## src/rtl/twsPkg.sv

```systemverilog
package twsPkg;
  localparam int BYTE_W = 8;

  localparam logic [BYTE_W-1:0] CMD_FREQ    = 8'h5D;
  localparam logic [BYTE_W-1:0] CMD_CTRL    = 8'h60;
  localparam logic [BYTE_W-1:0] CMD_TEMP_HI = 8'h64;
  localparam logic [BYTE_W-1:0] CMD_TEMP_LO = 8'h65;
  localparam logic [BYTE_W-1:0] CMD_TUNE    = 8'h66;

  typedef enum logic [2:0] {
    ST_IDLE, ST_RX, ST_RXACK, ST_TX, ST_TXACK, ST_SKIP
  } busState_e;

  typedef enum logic [1:0] {K_ADDR, K_CMD, K_DATA} byteKind_e;

  typedef struct packed {
    logic cmdLoad;
    logic wrData;
    logic rdTake;
  } regStrobe_t;
endpackage

```

## src/rtl/twsCtrl.sv

```systemverilog
module twsCtrl
  import twsPkg::*;
#(
  parameter int          BYTE_W  = 8,
  parameter logic [5:0]  ADDR_HI = 6'b100010
) (
  input  logic              clk,
  input  logic              rstN,
  input  logic              sclIn,
  input  logic              sdaIn,
  input  logic              addrSel,
  input  logic [BYTE_W-1:0] rdByte,
  output logic [BYTE_W-1:0] rxByte,
  output regStrobe_t        strb,
  output logic              sdaPullDown
);
  localparam int CNT_W = $clog2(BYTE_W);
  localparam logic [CNT_W-1:0] LAST_BIT = CNT_W'(BYTE_W - 1);

  logic sclQ, sdaQ;
  busState_e state;
  byteKind_e kind;
  logic [CNT_W-1:0] bitCnt;
  logic byteDone, rwBit;
  logic [BYTE_W-1:0] rxShift, txShift;

  logic sclRise, sclFall, startSeen, stopSeen, addrMatch;

  assign sclRise   = sclIn && !sclQ;
  assign sclFall   = !sclIn && sclQ;
  assign startSeen = sclIn && sclQ && sdaQ && !sdaIn;
  assign stopSeen  = sclIn && sclQ && !sdaQ && sdaIn;
  assign addrMatch = (rxShift[BYTE_W-1:1] == {ADDR_HI, addrSel});
  assign rxByte    = rxShift;
  assign sdaPullDown = (state == ST_RXACK) ||
                       ((state == ST_TX) && !txShift[BYTE_W-1]);

  always_comb begin
    strb = '0;
    if (sclFall && state == ST_RX && byteDone) begin
      strb.cmdLoad = (kind == K_CMD);
      strb.wrData  = (kind == K_DATA);
    end
    if (sclFall && ((state == ST_RXACK && kind == K_ADDR && rwBit) ||
                    state == ST_TXACK))
      strb.rdTake = 1'b1;
  end

  always_ff @(posedge clk) begin
    if (!rstN) begin
      sclQ     <= 1'b1;
      sdaQ     <= 1'b1;
      state    <= ST_IDLE;
      kind     <= K_ADDR;
      bitCnt   <= '0;
      byteDone <= 1'b0;
      rwBit    <= 1'b0;
      rxShift  <= '0;
      txShift  <= '1;
    end else begin
      sclQ <= sclIn;
      sdaQ <= sdaIn;
      if (startSeen) begin
        state    <= ST_RX;
        kind     <= K_ADDR;
        bitCnt   <= '0;
        byteDone <= 1'b0;
      end else if (stopSeen) begin
        state    <= ST_IDLE;
        bitCnt   <= '0;
        byteDone <= 1'b0;
      end else begin
        case (state)
          ST_RX: begin
            if (sclRise) begin
              rxShift <= {rxShift[BYTE_W-2:0], sdaIn};
              bitCnt  <= bitCnt + 1'b1;
              if (bitCnt == LAST_BIT) byteDone <= 1'b1;
            end else if (sclFall && byteDone) begin
              byteDone <= 1'b0;
              bitCnt   <= '0;
              if (kind == K_ADDR) begin
                if (addrMatch) begin
                  rwBit <= rxShift[0];
                  state <= ST_RXACK;
                end else begin
                  state <= ST_SKIP;
                end
              end else begin
                state <= ST_RXACK;
              end
            end
          end
          ST_RXACK: begin
            if (sclFall) begin
              if (kind == K_ADDR && rwBit) begin
                state   <= ST_TX;
                txShift <= rdByte;
              end else begin
                state <= ST_RX;
                kind  <= (kind == K_ADDR) ? K_CMD : K_DATA;
              end
            end
          end
          ST_TX: begin
            if (sclRise) begin
              bitCnt <= bitCnt + 1'b1;
              if (bitCnt == LAST_BIT) byteDone <= 1'b1;
            end else if (sclFall) begin
              if (byteDone) begin
                byteDone <= 1'b0;
                bitCnt   <= '0;
                state    <= ST_TXACK;
              end else begin
                txShift <= {txShift[BYTE_W-2:0], 1'b1};
              end
            end
          end
          ST_TXACK: begin
            if (sclRise && sdaIn) begin
              state <= ST_SKIP;
            end else if (sclFall) begin
              state   <= ST_TX;
              txShift <= rdByte;
            end
          end
          default: ;
        endcase
      end
    end
  end

  // pull-down only moves while SCL is low
  p_sda_stable_r10: assert property (@(posedge clk) disable iff (!rstN)
    (sclIn && $past(sclIn)) |-> $stable(sdaPullDown));

  // a STOP always lands in idle with SDA released
  p_stop_idle_r7: assert property (@(posedge clk) disable iff (!rstN)
    stopSeen |=> (state == ST_IDLE && !sdaPullDown));

  // a START always opens an address phase
  p_start_addr_r7: assert property (@(posedge clk) disable iff (!rstN)
    startSeen |=> (state == ST_RX && kind == K_ADDR && bitCnt == '0));

  // a NACK from the master releases SDA
  p_nack_release_r6: assert property (@(posedge clk) disable iff (!rstN)
    (state == ST_TXACK && sclRise && sdaIn && !startSeen && !stopSeen)
      |=> (!sdaPullDown && state == ST_SKIP));
endmodule

```

## src/rtl/twsRegs.sv

```systemverilog
module twsRegs
  import twsPkg::*;
#(
  parameter int BYTE_W    = 8,
  parameter int CTRL_BITS = 4
) (
  input  logic                clk,
  input  logic                rstN,
  input  regStrobe_t          strb,
  input  logic [BYTE_W-1:0]   rxByte,
  input  logic [2*BYTE_W-1:0] tempIn,
  output logic [BYTE_W-1:0]   rdByte,
  output logic [BYTE_W-1:0]   freqSel,
  output logic [BYTE_W-1:0]   ctrlBits,
  output logic [BYTE_W-1:0]   tuneOffset
);
  localparam logic [BYTE_W-1:0] CTRL_MASK = BYTE_W'((1 << CTRL_BITS) - 1);

  logic [BYTE_W-1:0] ptr, tempLoSnap;

  always_ff @(posedge clk) begin
    if (!rstN) begin
      ptr        <= '0;
      tempLoSnap <= '0;
      freqSel    <= '0;
      ctrlBits   <= '0;
      tuneOffset <= '0;
    end else begin
      if (strb.cmdLoad) ptr <= rxByte;
      if (strb.wrData) begin
        case (ptr)
          CMD_FREQ: freqSel    <= rxByte;
          CMD_CTRL: ctrlBits   <= rxByte & CTRL_MASK;
          CMD_TUNE: tuneOffset <= rxByte;
          default: ;
        endcase
      end
      if (strb.rdTake && ptr == CMD_TEMP_HI) begin
        tempLoSnap <= tempIn[BYTE_W-1:0];
        ptr        <= CMD_TEMP_LO;
      end
    end
  end

  always_comb begin
    case (ptr)
      CMD_FREQ:    rdByte = freqSel;
      CMD_CTRL:    rdByte = ctrlBits;
      CMD_TUNE:    rdByte = tuneOffset;
      CMD_TEMP_HI: rdByte = tempIn[2*BYTE_W-1:BYTE_W];
      CMD_TEMP_LO: rdByte = tempLoSnap;
      default:     rdByte = '0;
    endcase
  end

  // registers move only on a data-write strobe
  p_regs_hold_r2: assert property (@(posedge clk) disable iff (!rstN)
    !strb.wrData |=> ($stable(freqSel) && $stable(ctrlBits) && $stable(tuneOffset)));

  // loading the high temperature byte steps the pointer to the low byte
  p_temp_step_r5: assert property (@(posedge clk) disable iff (!rstN)
    (strb.rdTake && !strb.cmdLoad && ptr == CMD_TEMP_HI) |=> (ptr == CMD_TEMP_LO));

  // the low-byte snapshot changes only at a capture
  p_snap_hold_r5: assert property (@(posedge clk) disable iff (!rstN)
    !strb.rdTake |=> $stable(tempLoSnap));

  // a read load never moves a single-byte pointer
  p_no_incr_r4: assert property (@(posedge clk) disable iff (!rstN)
    (strb.rdTake && !strb.cmdLoad && ptr != CMD_TEMP_HI) |=> $stable(ptr));
endmodule

```

## src/rtl/twoWireRegSlave.sv

```systemverilog
module twoWireRegSlave
  import twsPkg::*;
(
  input  logic          clk,
  input  logic          rstN,
  input  logic          sclIn,
  input  logic          sdaIn,
  input  logic          addrSel,
  input  logic [15:0]   tempIn,
  output logic          sdaPullDown,
  output logic [7:0]    freqSel,
  output logic [7:0]    ctrlBits,
  output logic [7:0]    tuneOffset
);
  regStrobe_t strb;
  logic [BYTE_W-1:0] rxByte, rdByte;

  twsCtrl #(.BYTE_W(BYTE_W), .ADDR_HI(6'b100010)) u_ctrl (
    .clk(clk), .rstN(rstN), .sclIn(sclIn), .sdaIn(sdaIn), .addrSel(addrSel),
    .rdByte(rdByte), .rxByte(rxByte), .strb(strb), .sdaPullDown(sdaPullDown)
  );

  twsRegs #(.BYTE_W(BYTE_W), .CTRL_BITS(4)) u_regs (
    .clk(clk), .rstN(rstN), .strb(strb), .rxByte(rxByte), .tempIn(tempIn),
    .rdByte(rdByte), .freqSel(freqSel), .ctrlBits(ctrlBits), .tuneOffset(tuneOffset)
  );
endmodule

```

## config.mk

```make
export PLATFORM = sky130hd
export DESIGN_NAME = twoWireRegSlave
export DESIGN_NICKNAME = d
export VERILOG_FILES = /design/src/rtl/twsPkg.sv /design/src/rtl/twsCtrl.sv /design/src/rtl/twsRegs.sv /design/src/rtl/twoWireRegSlave.sv
export SDC_FILE = /design/constraint.sdc
export NUM_CORES = 1
export LEC_CHECK = 0
export BUFFER_PORTS_ARGS = -buffer_cell sky130_fd_sc_hd__buf_2
export CAP_MARGIN = 30
export CORE_ASPECT_RATIO = 0.5
export CORE_MARGIN = 10
export CORE_UTILIZATION = 60
export DETAILED_ROUTE_END_ITERATION = 10
export PLACE_DENSITY = 0.83
export SETUP_SLACK_MARGIN = 0.02
export SYNTH_ARGS = -nofsm -noshare
export SYNTH_HDL_FRONTEND = slang
export SYNTH_HIERARCHICAL = 1
export SYNTH_SLANG_ARGS = --single-unit
export TNS_END_PERCENT = 5
```

## constraint.sdc

```tcl
create_clock -name clk -period 6.05 [get_ports clk]
set_input_delay 0.605 -clock clk [delete_from_list [all_inputs] [get_ports clk]]
set_output_delay 0.605 -clock clk [all_outputs]
set_load 0.03 [all_outputs]
```

==> impl_metrics.tcl <==
set metrics [dict create \
    finClkSkew_ns 0.00981 \
    post_cts_buffers 0 \
    port_buffers 41 \
    required_ns 6.30 \
    powerDensity_mw_per_mm2 275 \
    grt_max_degree 67 \
    r2r_slack_ns 3.49 \
    gr-total-overflow 0 \
    r2r-start "u_ctrl/state[1]" \
    finalNetCount 435 \
    seqCellArea_sq_mm 0.00128 \
    numCtsBuffers 9 \
    clk_pin_slew_ns 0.06 \
    yosysTopAreaCell "dfxtp_1" \
    rsz0062_at_grt "false" \
    place_worst_setup_slack_ns 3.35 \
    ioPinCount 46 \
    hold_viol_final 0 \
    syn_inst 383 \
    gr-usage-all-layers_pct 17.9 \
    synth_commonest_cells "nand2_1 (71), dfxtp_1 (64), mux2i_1 (50), nor2_1 (21), a21oi_1 (18)" \
    synth_warnings 6 \
    vdd_drop_max_mv 0.203 \
    start_util_pct 61.9 \
    clock_latency_ns 0.34 \
    yosysMostFrequentCell "nand2_1" \
    min_to "u_regs/tempLoSnap[3]" \
    fin_ws_ns 3.49 \
    worst_pin_slew_ns 1.08 \
    relSlewSlack_pct 27.7 \
    hold_depth 2 \
    die_x_microns 126 \
    worstSetupEndpointType "flip-flop" \
    worstHoldStart "u_regs/tempLoSnap[3]" \
    synthArstFlopShare_pct 0 \
    grt_pass1_vias 2789 \
    dr_wl_met2_microns 3900 \
    dp_hpwl_microns 5860 \
    synth_seq_cells 64 \
    seq_power_share_pct 41.8 \
    r2r_end "u_regs/tempLoSnap[2]" \
    multi_input_area_sq_mm 0.00192 \
    yosys-top-cells-area "dfxtp_1 (38%), mux2i_1 (15%), nand2_1 (7.9%)" \
    critPathArrivalTime_ns 2.81 \
    vias 2996 \
    cp-start-kind "flip-flop" \
    cts_tree "built" \
    avgRoutedWirePerCell_microns 17.8 \
    critPathMaxFanout 16 \
    critPathLaunch "u_ctrl/state[1]" \
    final-setup-viol-count 0 \
    grt_pass1_wl_microns 13700 \
    clockRootBuffer "clkbuf_16" \
    hold_class "reg -> reg" \
    synth_ff_type "dfxtp_1" \
    slew_violations 0 \
    tns_ns 0 \
    dr.first_iter.drc_count 297 \
    p_int_mw 0.786 \
    timing.final.crit_share_pct 42.3 \
    syn_area_sq_mm 0.00338 \
    drive_gt1_share_pct 17.6 \
    cts-htree-levels 3 \
    drt_wl_total_microns 8650 \
    synth.top_cell.area_share_pct 37.9 \
    syn_area_per_cell_sq_um 8.84 \
    drv_cap 0 \
    antenna_found_initial 0 \
    rows 19 \
    comb_power_share_pct 8.5 \
    status "finished clean" \
    syn_to_final_growth_pct 13.9 \
    core_area_sq_mm 0.00547 \
    swShare_pct 25.8 \
    min_period_ns 2.56 \
    cts_resized 0 \
    power_frac_clock_pct 49.8 \
    p_sw_mw 0.273 \
    fmax_ghz 0.391 \
    setup.worst_path.class "reg -> reg" \
    synth-edff-count 0 \
    via_per_inst 6.15 \
    clkSinkCount 64 \
    maxUsedRoutingLayer "met4" \
    antenna-diode-count 0 \
    synth-seq-area-share_pct 37.9 \
    drcViolationCount 0 \
    power.leakage_nw 1.47 \
    firstDrtPassIters 5 \
    gp_congestion 0.910 \
    wl_met1_microns 3920 \
    ant_nets 0 \
    die_h_microns 73.1 \
    fillers 403 \
    synth.distinct_cells 56 \
    routed-wl-met3_microns 696 \
    cts.path.max_buffers 2 \
    ctsHoldBuffers 0 \
    fp.dieArea_sq_mm 0.00923 \
    reg2reg_depth 6 \
]
==> per-stage QoR <==
| stage | total power, mW | std cells | utilization [%] | area (sq um) | hold WS (ns) |
|---|---|---|---|---|---|
| after global routing | 1.10 | 487 | 70.5 | 3860 | 0.492 |
| after global placement | 0.532 | 470 | 64.6 | 3530 | 0.443 |
| after detailed placement | 0.536 | 470 | 64.6 | 3530 | 0.449 |
| final | 1.06 | 487 | 70.5 | 3860 | 0.463 |
| after floorplan | 0.520 | 386 | - | 3400 | 0.435 |
| after CTS | 1.06 | 486 | 70.2 | 3840 | 0.466 |
==> layer usage <==
layer / up-vias / track usage [%]
met5: - / 0
met4: 0 / 5.65
li1: 1409 / -
met1: 1418 / 22.1
met2: 151 / 29.3
met3: 18 / 5.80
==> kinds of logic (layout without fill, tap and decap cells) <==
logic type | Yosys count | count (layout) | share of synthesized area (%)
other | 1 | 4 | 0.111
multiplexers | 53 | 53 | 15.8
AO/OA/AOI/OAI | 64 | 64 | 12.8
AND/OR/NAND/NOR | 157 | 157 | 25.5
flip-flops | 64 | 64 | 37.9
XOR/XNOR | 2 | 2 | 0.518
buffers and inverters | 37 | 65 | 5.62
adder cells (fa/ha/maj) | 5 | 5 | 1.85
==> power by group through the flow <==
stage	Clock (mW)	Combinational, mW	Sequential [mW]
floorplan	0	0.0772	0.443
global placement	0	0.0818	0.450
detailed placement	0	0.0850	0.451
CTS	0.530	0.0860	0.442
global route	0.552	0.0993	0.444
finish	0.527	0.0897	0.442
==> flip-flops by register name, indices dropped and copies added (netlist names), 2 cells and up <==
signal             cells
u_ctrl/bitCnt          3
u_ctrl/kind            2
u_ctrl/rxByte          8
u_regs/ctrlBits        4
u_ctrl/txShift         8
u_regs/tempLoSnap      8
u_regs/ptr             8
u_regs/tuneOffset      8
u_regs/freqSel         8
u_ctrl/state           3
==> worst max-delay path: stages, from the launching register on <==
cell and delay [ns]:
dfxtp_1 0.59, nor2b_1 0.28, a21oi_1 0.10, nor2_1 0.12
inv_1 0.09, nor4_4 0.94, mux2i_1 0.34
==> worst max path at each step <==
stage               slack (ns)  depth (start not counted)                    to
CTS                       3.52                          6  u_regs/tempLoSnap[2]
global route              3.38                          6  u_regs/tempLoSnap[2]
global placement          3.41                          8  u_regs/tempLoSnap[4]
floorplan                 3.87                          7         u_regs/ptr[2]
detailed placement        3.35                          8  u_regs/tempLoSnap[0]
finish                    3.49                          6  u_regs/tempLoSnap[2]
==> cell type report <==
class                      count  area share [%]
clock buffer                   9            5.84
tap                           73            2.37
timing repair buffer          43            6.04
multi-input combinational    285            49.9
clock inverter                 7            2.04
sequential                    64            33.2
inverter                       6           0.584
==> layout by cell type, fill, tap and decap left out, drive strengths merged, types with 3 or more instances in the layout <==
cell type  Yosys  routed
nor3b          6       6
clkbuf        13       9
o2bb2ai        4       4
a221o          3       3
conb           1       4
mux2i         50      50
nor2          21      21
nor2b          7       7
dfxtp         64      64
clkinvlp       0       3
nor3           8       8
and4           8       8
and2           3       3
o21ai         12      12
nor4           6       6
ha             5       5
mux2           3       3
buf           18      43
inv            6       9
nand2b         6       6
o21a           5       5
a22o           7       7
o22ai          3       3
a21oi         19      19
nand3          5       5
nand2         71      71
Note: power is estimated with default switching activity, not from simulation.
